File: config.mk
export PLATFORM = sky130hd
export DESIGN_NAME = rstwdt_top
export DESIGN_NICKNAME = d
export VERILOG_FILES = /design/src/rtl/rstwdt_pkg.sv /design/src/rtl/rstwdt_sync.sv /design/src/rtl/rstwdt_ctrl.sv /design/src/rtl/rstwdt_dp.sv /design/src/rtl/rstwdt_top.sv
export SDC_FILE = /design/constraint.sdc
export NUM_CORES = 1
export LEC_CHECK = 0
export ABC_AREA = 1
export BUFFER_PORTS_ARGS = -buffer_cell sky130_fd_sc_hd__buf_4
export CORE_MARGIN = 2
export CORE_UTILIZATION = 56
export CTS_CLUSTER_DIAMETER = 100
export DETAILED_ROUTE_END_ITERATION = 10
export GPL_TIMING_DRIVEN = 0
export PLACE_DENSITY = 0.85
export SYNTH_ARGS = -nofsm -noshare
export SYNTH_HDL_FRONTEND = slang
export SYNTH_SLANG_ARGS = --single-unit
File: constraint.sdc
create_clock -name clk -period 4.35 [get_ports clk]
set_input_delay 1.305 -clock clk [delete_from_list [all_inputs] [get_ports clk]]
set_output_delay 1.305 -clock clk [all_outputs]
set_load 0.1 [all_outputs]
File: src/rtl/rstwdt_pkg.sv
package rstwdt_pkg;
  typedef enum logic [1:0] {
    CAUSE_NONE = 2'd0,
    CAUSE_PIN  = 2'd1,
    CAUSE_SW   = 2'd2,
    CAUSE_WD   = 2'd3
  } rstCause_e;

  // strobes from the reset sequencer to the register/timer datapath
  typedef struct packed {
    logic inReset;  // internal reset currently active
    logic clearWd;  // reset active or starting this cycle: drop watchdog state
  } rstStrobe_t;

  localparam logic [1:0] ADDR_CTRL    = 2'd0;
  localparam logic [1:0] ADDR_PERIOD  = 2'd1;
  localparam logic [1:0] ADDR_WINDOW  = 2'd2;
  localparam logic [1:0] ADDR_STATUS  = 2'd3;

  localparam int CTRL_EN_BIT    = 0;
  localparam int CTRL_SWRST_BIT = 1;
  localparam int CTRL_ACK_BIT   = 2;
  localparam int STAT_PEND_BIT  = 2;
endpackage

File: src/rtl/rstwdt_sync.sv
module rstwdt_sync #(
  parameter int STAGES = 2
) (
  input  logic clk,
  input  logic asyncRstN,
  output logic pinRst
);
  // assert asynchronously, release through STAGES flops
  logic [STAGES-1:0] shiftQ;

  always_ff @(posedge clk or negedge asyncRstN) begin
    if (!asyncRstN) shiftQ <= '0;
    else            shiftQ <= {shiftQ[STAGES-2:0], 1'b1};
  end

  assign pinRst = ~shiftQ[STAGES-1];
endmodule

File: src/rtl/rstwdt_ctrl.sv
module rstwdt_ctrl
  import rstwdt_pkg::*;
#(
  parameter int HOLD_CYCLES = 16
) (
  input  logic       clk,
  input  logic       pinRst,
  input  logic       swReq,
  input  logic       wdExpire,
  output logic       sysRst,
  output logic       extRstOutN,
  output rstCause_e  cause,
  output rstStrobe_t strobe
);
  localparam int HOLD_W = $clog2(HOLD_CYCLES + 1);
  localparam logic [HOLD_W-1:0] HOLD_LOAD = HOLD_W'(HOLD_CYCLES);
  localparam logic [HOLD_W-1:0] HOLD_MIN  = HOLD_W'(HOLD_CYCLES - 1);

  logic [HOLD_W-1:0] holdQ, holdNext;
  logic              outNQ;
  logic              trigger;
  rstCause_e         causeQ;

  assign trigger = swReq | wdExpire;

  always_comb begin
    if (trigger)            holdNext = HOLD_LOAD;
    else if (holdQ != '0)   holdNext = holdQ - 1'b1;
    else                    holdNext = holdQ;
  end

  always_ff @(posedge clk or posedge pinRst) begin
    if (pinRst) begin
      holdQ  <= HOLD_LOAD;
      outNQ  <= 1'b0;
      causeQ <= CAUSE_PIN;
    end else begin
      holdQ  <= holdNext;
      outNQ  <= (holdNext == '0);
      // watchdog outranks software when both land together
      if (wdExpire)   causeQ <= CAUSE_WD;
      else if (swReq) causeQ <= CAUSE_SW;
    end
  end

  assign sysRst         = (holdQ != '0);
  assign extRstOutN     = outNQ;
  assign cause          = causeQ;
  assign strobe.inReset = sysRst;
  assign strobe.clearWd = sysRst | trigger;

  // length of the current reset pulse, used by the hold check
  logic [HOLD_W-1:0] lenQ;
  always_ff @(posedge clk or posedge pinRst) begin
    if (pinRst)      lenQ <= '0;
    else if (sysRst) lenQ <= (lenQ == HOLD_LOAD) ? lenQ : lenQ + 1'b1;
    else             lenQ <= '0;
  end

  assert_trigger_resets_R2: assert property (@(posedge clk) disable iff (pinRst)
    trigger |=> (sysRst && !extRstOutN));

  assert_min_hold_R2: assert property (@(posedge clk) disable iff (pinRst)
    (!sysRst && $past(sysRst)) |-> ($past(lenQ) >= HOLD_MIN));

  assert_wd_cause_R11: assert property (@(posedge clk) disable iff (pinRst)
    wdExpire |=> (causeQ == CAUSE_WD));

  assert_sw_cause_R2: assert property (@(posedge clk) disable iff (pinRst)
    (swReq && !wdExpire) |=> (causeQ == CAUSE_SW));
endmodule

File: src/rtl/rstwdt_dp.sv
module rstwdt_dp
  import rstwdt_pkg::*;
#(
  parameter int DATA_W      = 16,
  parameter int DEF_PERIOD  = 1000,
  parameter int DEF_WINDOW  = 500
) (
  input  logic              clk,
  input  logic              pinRst,
  input  rstStrobe_t        strobe,
  input  rstCause_e         cause,
  input  logic              wrEn,
  input  logic [1:0]        wrAddr,
  input  logic [DATA_W-1:0] wrData,
  input  logic [1:0]        rdAddr,
  output logic [DATA_W-1:0] rdData,
  input  logic              wdAck,
  output logic              wdIrq,
  output logic              swReq,
  output logic              wdExpire
);
  localparam int NUM_TIMERS = 2;  // 0: interval, 1: window

  logic              wdEnQ, pendQ;
  logic [DATA_W-1:0] periodQ, windowQ, cntQ;
  logic              wrOk, ctrlWr, ackNow, enNext;

  assign wrOk   = wrEn & ~strobe.inReset;
  assign ctrlWr = wrOk & (wrAddr == ADDR_CTRL);
  assign swReq  = ctrlWr & wrData[CTRL_SWRST_BIT];
  assign ackNow = ~strobe.inReset & (wdAck | (ctrlWr & wrData[CTRL_ACK_BIT]));
  assign enNext = ctrlWr ? wrData[CTRL_EN_BIT] : wdEnQ;

  // terminal counts: a programmed zero behaves as one
  logic [DATA_W-1:0] cfgVal [NUM_TIMERS];
  logic [DATA_W-1:0] limVal [NUM_TIMERS];
  assign cfgVal[0] = periodQ;
  assign cfgVal[1] = windowQ;
  for (genvar g = 0; g < NUM_TIMERS; g++) begin : gLimit
    assign limVal[g] = (cfgVal[g] == '0) ? '0 : cfgVal[g] - 1'b1;
  end

  assign wdExpire = wdEnQ & pendQ & ~ackNow & ~strobe.inReset & (cntQ >= limVal[1]);

  always_ff @(posedge clk or posedge pinRst) begin
    if (pinRst) begin
      periodQ <= DATA_W'(DEF_PERIOD);
      windowQ <= DATA_W'(DEF_WINDOW);
    end else if (wrOk) begin
      if (wrAddr == ADDR_PERIOD) periodQ <= wrData;
      if (wrAddr == ADDR_WINDOW) windowQ <= wrData;
    end
  end

  always_ff @(posedge clk or posedge pinRst) begin
    if (pinRst) begin
      wdEnQ <= 1'b0;
      pendQ <= 1'b0;
      cntQ  <= '0;
    end else if (strobe.clearWd) begin
      wdEnQ <= 1'b0;
      pendQ <= 1'b0;
      cntQ  <= '0;
    end else begin
      wdEnQ <= enNext;
      if (!wdEnQ || !enNext || ackNow) begin
        pendQ <= 1'b0;
        cntQ  <= '0;
      end else if (!pendQ) begin
        if (cntQ >= limVal[0]) begin
          pendQ <= 1'b1;
          cntQ  <= '0;
        end else begin
          cntQ <= cntQ + 1'b1;
        end
      end else begin
        cntQ <= cntQ + 1'b1;  // expiry is taken through clearWd
      end
    end
  end

  always_comb begin
    rdData = '0;
    unique case (rdAddr)
      ADDR_CTRL:   rdData[CTRL_EN_BIT] = wdEnQ;
      ADDR_PERIOD: rdData = periodQ;
      ADDR_WINDOW: rdData = windowQ;
      ADDR_STATUS: begin
        rdData[1:0]           = cause;
        rdData[STAT_PEND_BIT] = pendQ;
      end
    endcase
  end

  assign wdIrq = pendQ;

  assert_irq_needs_en_R3: assert property (@(posedge clk) disable iff (pinRst)
    pendQ |-> wdEnQ);

  assert_ack_clears_R5: assert property (@(posedge clk) disable iff (pinRst)
    ackNow |=> !pendQ);

  assert_reset_disables_R7: assert property (@(posedge clk) disable iff (pinRst)
    strobe.inReset |-> !wdEnQ);

  assert_write_blocked_R8: assert property (@(posedge clk) disable iff (pinRst)
    strobe.inReset |=> ($stable(periodQ) && $stable(windowQ)));
endmodule

File: src/rtl/rstwdt_top.sv
module rstwdt_top
  import rstwdt_pkg::*;
#(
  parameter int DATA_W      = 16,
  parameter int SYNC_STAGES = 2,
  parameter int HOLD_CYCLES = 16,
  parameter int DEF_PERIOD  = 1000,
  parameter int DEF_WINDOW  = 500
) (
  input  logic              clk,
  input  logic              extRstN,
  input  logic              wrEn,
  input  logic [1:0]        wrAddr,
  input  logic [DATA_W-1:0] wrData,
  input  logic [1:0]        rdAddr,
  output logic [DATA_W-1:0] rdData,
  input  logic              wdAck,
  output logic              wdIrq,
  output logic              sysRst,
  output logic              extRstOutN
);
  logic       pinRst, swReq, wdExpire;
  rstCause_e  cause;
  rstStrobe_t strobe;

  rstwdt_sync #(.STAGES(SYNC_STAGES)) uSync (
    .clk       (clk),
    .asyncRstN (extRstN),
    .pinRst    (pinRst)
  );

  rstwdt_ctrl #(.HOLD_CYCLES(HOLD_CYCLES)) uCtrl (
    .clk        (clk),
    .pinRst     (pinRst),
    .swReq      (swReq),
    .wdExpire   (wdExpire),
    .sysRst     (sysRst),
    .extRstOutN (extRstOutN),
    .cause      (cause),
    .strobe     (strobe)
  );

  rstwdt_dp #(
    .DATA_W     (DATA_W),
    .DEF_PERIOD (DEF_PERIOD),
    .DEF_WINDOW (DEF_WINDOW)
  ) uDp (
    .clk      (clk),
    .pinRst   (pinRst),
    .strobe   (strobe),
    .cause    (cause),
    .wrEn     (wrEn),
    .wrAddr   (wrAddr),
    .wrData   (wrData),
    .rdAddr   (rdAddr),
    .rdData   (rdData),
    .wdAck    (wdAck),
    .wdIrq    (wdIrq),
    .swReq    (swReq),
    .wdExpire (wdExpire)
  );

  assert_out_inverse_R9: assert property (@(posedge clk) disable iff (pinRst)
    extRstOutN == !sysRst);
endmodule

==> metrics list <==
- DIE HEIGHT: 94.7 microns
* Post-detailed-routing wire length: 11600 microns
* Share of the cycle needed by the critical path after routing: 0.953
* Overflow left after global routing: 0
* Worst-Skew Late Latency: 0.35 ns
* Most frequent standard cell in the layout excluding fill and tap cells: sky130_fd_sc_hd__nand2_1
- Sort of element at the start of the critical path: primary input
- Number of CTS-inserted buffers: 9
* Routed via count: 4347
- Status: finished clean
- Total leakage power: 2.71 nW
- Cell taking the most area after synthesis: sky130_fd_sc_hd__dfrtp_1
* Number of clock sinks: 60
* Number of unique standard cell types used by synthesis: 35
- Setup slack on the critical path of the routed design comes to 0.206 ns.
* Timing startpoint of the critical path: rdAddr[0]
- The worst pin sits at a relative slew slack of 0.507.
- Top cells by area in the synthesized netlist: sky130_fd_sc_hd__dfrtp_1 25%, sky130_fd_sc_hd__nand2_1 13%, sky130_fd_sc_hd__ha_1 11%
- Post-DRT Antenna Nets: 0
- Setup violations remaining at the end of the flow were counted as 0.
- Post-DP HPWL: 8990 microns
- Count of hold buffers inserted by post-cts repair: 0
- Count of filler cells inserted in the layout: 689
* Worst Max-Slew Pin Slew: 0.740 ns
* Minimum hold slack: 0.287 ns
- Final routed DRC violation total: 0
* Highest-count cells in the layout ignoring fill and taps: 155 x sky130_fd_sc_hd__nand2_1, 85 x sky130_fd_sc_hd__inv_1, 65 x sky130_fd_sc_hd__nor2_1, 50 x sky130_fd_sc_hd__o21ai_0, 45 x sky130_fd_sc_hd__dfrtp_1
* Last weighted congestion value of the routability-driven placer: 0.973
- During I/O placement, the number of pins put on the boundary was 43.
- Arrival time worst endpoint: 2.84 ns
* Tot GR Track Use: 0.273
* Reg-to-Reg Start: uDp.periodQ[2]
- Number of maximum-capacitance violations: 0
- The max-slew violation count was 0.
* Cell count after synthesis: 639
- For this run, the detailed router's first-pass iteration total came to 5.
- Kind of end point of the critical path: output pin
- The number of nets handed over by synthesis was 705.
- Peak clock frequency supported by timing: 0.241 GHz
- Clock Path Buffers: 2
* Setup repair after global routing missed its margin: no
- VDD sags by at most 0.416 mV.
- In this run the mean area of a mapped cell was 7.21 sq um.
- The critical path is of the in2out type.
- The first routing iteration left 222 violations.
- Along the worst path, the maximum fanout reaches 10.
* Detailed-route wire length per cell: 14.4 microns
* Post-synthesis instance area: 4610 sq um
- Die Area: 8970 sq um
* Area share of the largest cell type after synthesis: 0.250
- The floorplan step set the die width to 94.7 microns.
* Number of enable-type register cells in the synthesized netlist: 0
* Initial core utilization: 0.569
- Power per cell area: 621 nW/um^2
- Clock edge transition at the registers on the reported setup and hold paths: 0.07 ns
* Kind of path behind the tightest hold check: reg2async
- Prior to clock tree synthesis, the placed netlist has a worst setup slack of 0.101 ns.
- Layout net count: 759
- The core region is 8090 sq um.
* First-pass GRT wire length: 18900 microns
- Data on the critical path is required at its endpoint by 3.04 ns.
- The via count of the first global-routing pass came to 4142.
- Multi-input combinational cell area: 2750 sq um
* Endpoints failing hold: 0
- Footprint of the flip-flops and latches: 1520 sq um
- Setup_tns: 0 ns
- Primary FF master, synth: sky130_fd_sc_hd__dfrtp_1
- Entering global routing, the biggest net connects 33 pins.
* Synth Register Bits: 60
- Sequential element share of the synthesized area: 0.330
- Number of antenna violations at the first check in global routing: 0
* Drt via density: 5.41
- TritonCTS clock tree: yes
* Synth Warn #: 0
- Clock Root Buffer: sky130_fd_sc_hd__clkbuf_8
- Layout cells sized above 1: 0.186
- IO Port Bufs: 42
- After layout, the design draws a total of 3.32 mW.
* Minimum period implied by the final worst setup slack: 4.14 ns
* Area growth from synthesis to layout: 16.1%
* Fraction of synthesis flops using an asynchronous set or reset pin: 1.00
- For this run, the share of the core covered by cells in the final layout is 0.661.
- CTS H-Tree Depth: 3
* Number of inserted diodes: 0
- Worst Clk Skew: 0.00741 ns
- Std cell rows: 33
==> Yosys cell counts, types with 2 or more instances <==
library cell and n:
sky130_fd_sc_hd__nor4_1 2, sky130_fd_sc_hd__o211ai_1 3, sky130_fd_sc_hd__a31oi_1 2, sky130_fd_sc_hd__inv_1 85, sky130_fd_sc_hd__inv_2 2, sky130_fd_sc_hd__nor4_2 2, sky130_fd_sc_hd__nand2_2 2, sky130_fd_sc_hd__nor3_1 10
sky130_fd_sc_hd__nand3_1 43, sky130_fd_sc_hd__or2_2 11, sky130_fd_sc_hd__xnor2_1 5, sky130_fd_sc_hd__clkbuf_1 12, sky130_fd_sc_hd__dfstp_2 14, sky130_fd_sc_hd__a21oi_1 34, sky130_fd_sc_hd__a21o_1 4, sky130_fd_sc_hd__nand3b_1 3
sky130_fd_sc_hd__nand2_4 3, sky130_fd_sc_hd__nor2_2 4, sky130_fd_sc_hd__nor2_1 65, sky130_fd_sc_hd__nor2_4 12, sky130_fd_sc_hd__o21bai_1 5, sky130_fd_sc_hd__dfrtp_1 46, sky130_fd_sc_hd__nand2_1 155, sky130_fd_sc_hd__xor2_1 9
sky130_fd_sc_hd__ha_1 42, sky130_fd_sc_hd__nand4_1 6, sky130_fd_sc_hd__o21ai_0 50
==> metrics by stage <==
step	area (sq um)	std cells
final	5350	803
after global routing	5350	803
after CTS	5350	803
after detailed placement	5130	787
after global placement	5110	786
after floorplan	4660	639
==> routing by layer <==
metal | GRT usage | up-vias | wire [microns]
met4 | 0.107 | 0 | 238
li1 | - | 2160 | -
met2 | 0.482 | 125 | 5810
met5 | 0 | - | 0
met3 | 0.0399 | 22 | 467
met1 | 0.335 | 2040 | 5040
==> worst max-delay path, cell delays in order <==
cell and delay (ns):
sky130_fd_sc_hd__buf_4 0.10, sky130_fd_sc_hd__inv_1 0.05, sky130_fd_sc_hd__ha_1 0.28, sky130_fd_sc_hd__inv_1 0.17, sky130_fd_sc_hd__clkbuf_1 0.60, sky130_fd_sc_hd__a21oi_2 0.06, sky130_fd_sc_hd__buf_4 0.27
==> registers in the layout, indices dropped and copies added, names as in the netlist <==
signal and count:
uCtrl.holdQ 5, uDp.periodQ 16, uSync.shiftQ 2, uDp.wdEnQ 1, uDp.wdIrq 1, uDp.cntQ 16
uCtrl.cause 2, uDp.windowQ 16, uCtrl.extRstOutN 1
==> cell families (layout without fill, tap and decap cells) <==
| family | Yosys count | after routing | synth area share |
|---|---|---|---|
| DFF | 60 | 60 | 0.330 |
| other | 1 | 1 | 0.000814 |
| buffers and inverters | 101 | 160 | 0.0861 |
| AOI/OAI and AO/OA | 100 | 100 | 0.117 |
| xor gates and xnor gates | 14 | 14 | 0.0266 |
| and+or+nand+nor | 321 | 321 | 0.326 |
| adders and majority gates | 42 | 42 | 0.114 |
==> repair_timing <==
item	in CTS	in global routing
gates resized for setup	0	4
buffers inserted	0	0
setup endpoints to repair	0	10
==> final timing paths <==
path,slack (ns),cells after the start,end
max in group asynchronous,3.41,1,uCtrl.holdQ[4]
max,0.21,7,rdData[7]
max reg2reg,0.90,17,uDp.cntQ[13]
min,0.29,0,uDp.windowQ[10]
min reg2reg,0.29,0,uDp.windowQ[10]
min in group clk,0.37,0,uSync.shiftQ[1]
==> power breakdown <==
group	internal, mW	switching [mW]	total, mW
Combinational	0.641	1.15	1.79
Clock	0.338	0.237	0.575
Sequential	0.736	0.217	0.953
==> final cells by class <==
cell class,instances,share of cell area
Multi-Input combinational cell,478,0.513
Sequential cell,60,0.284
Timing Repair Buffer,43,0.0627
Inverter,87,0.0610
Clock buffer,12,0.0271
Tap cell,105,0.0245
Clock inverter,4,0.0136
Buffer,14,0.0136
Note: power is estimated with default switching activity, not from simulation.
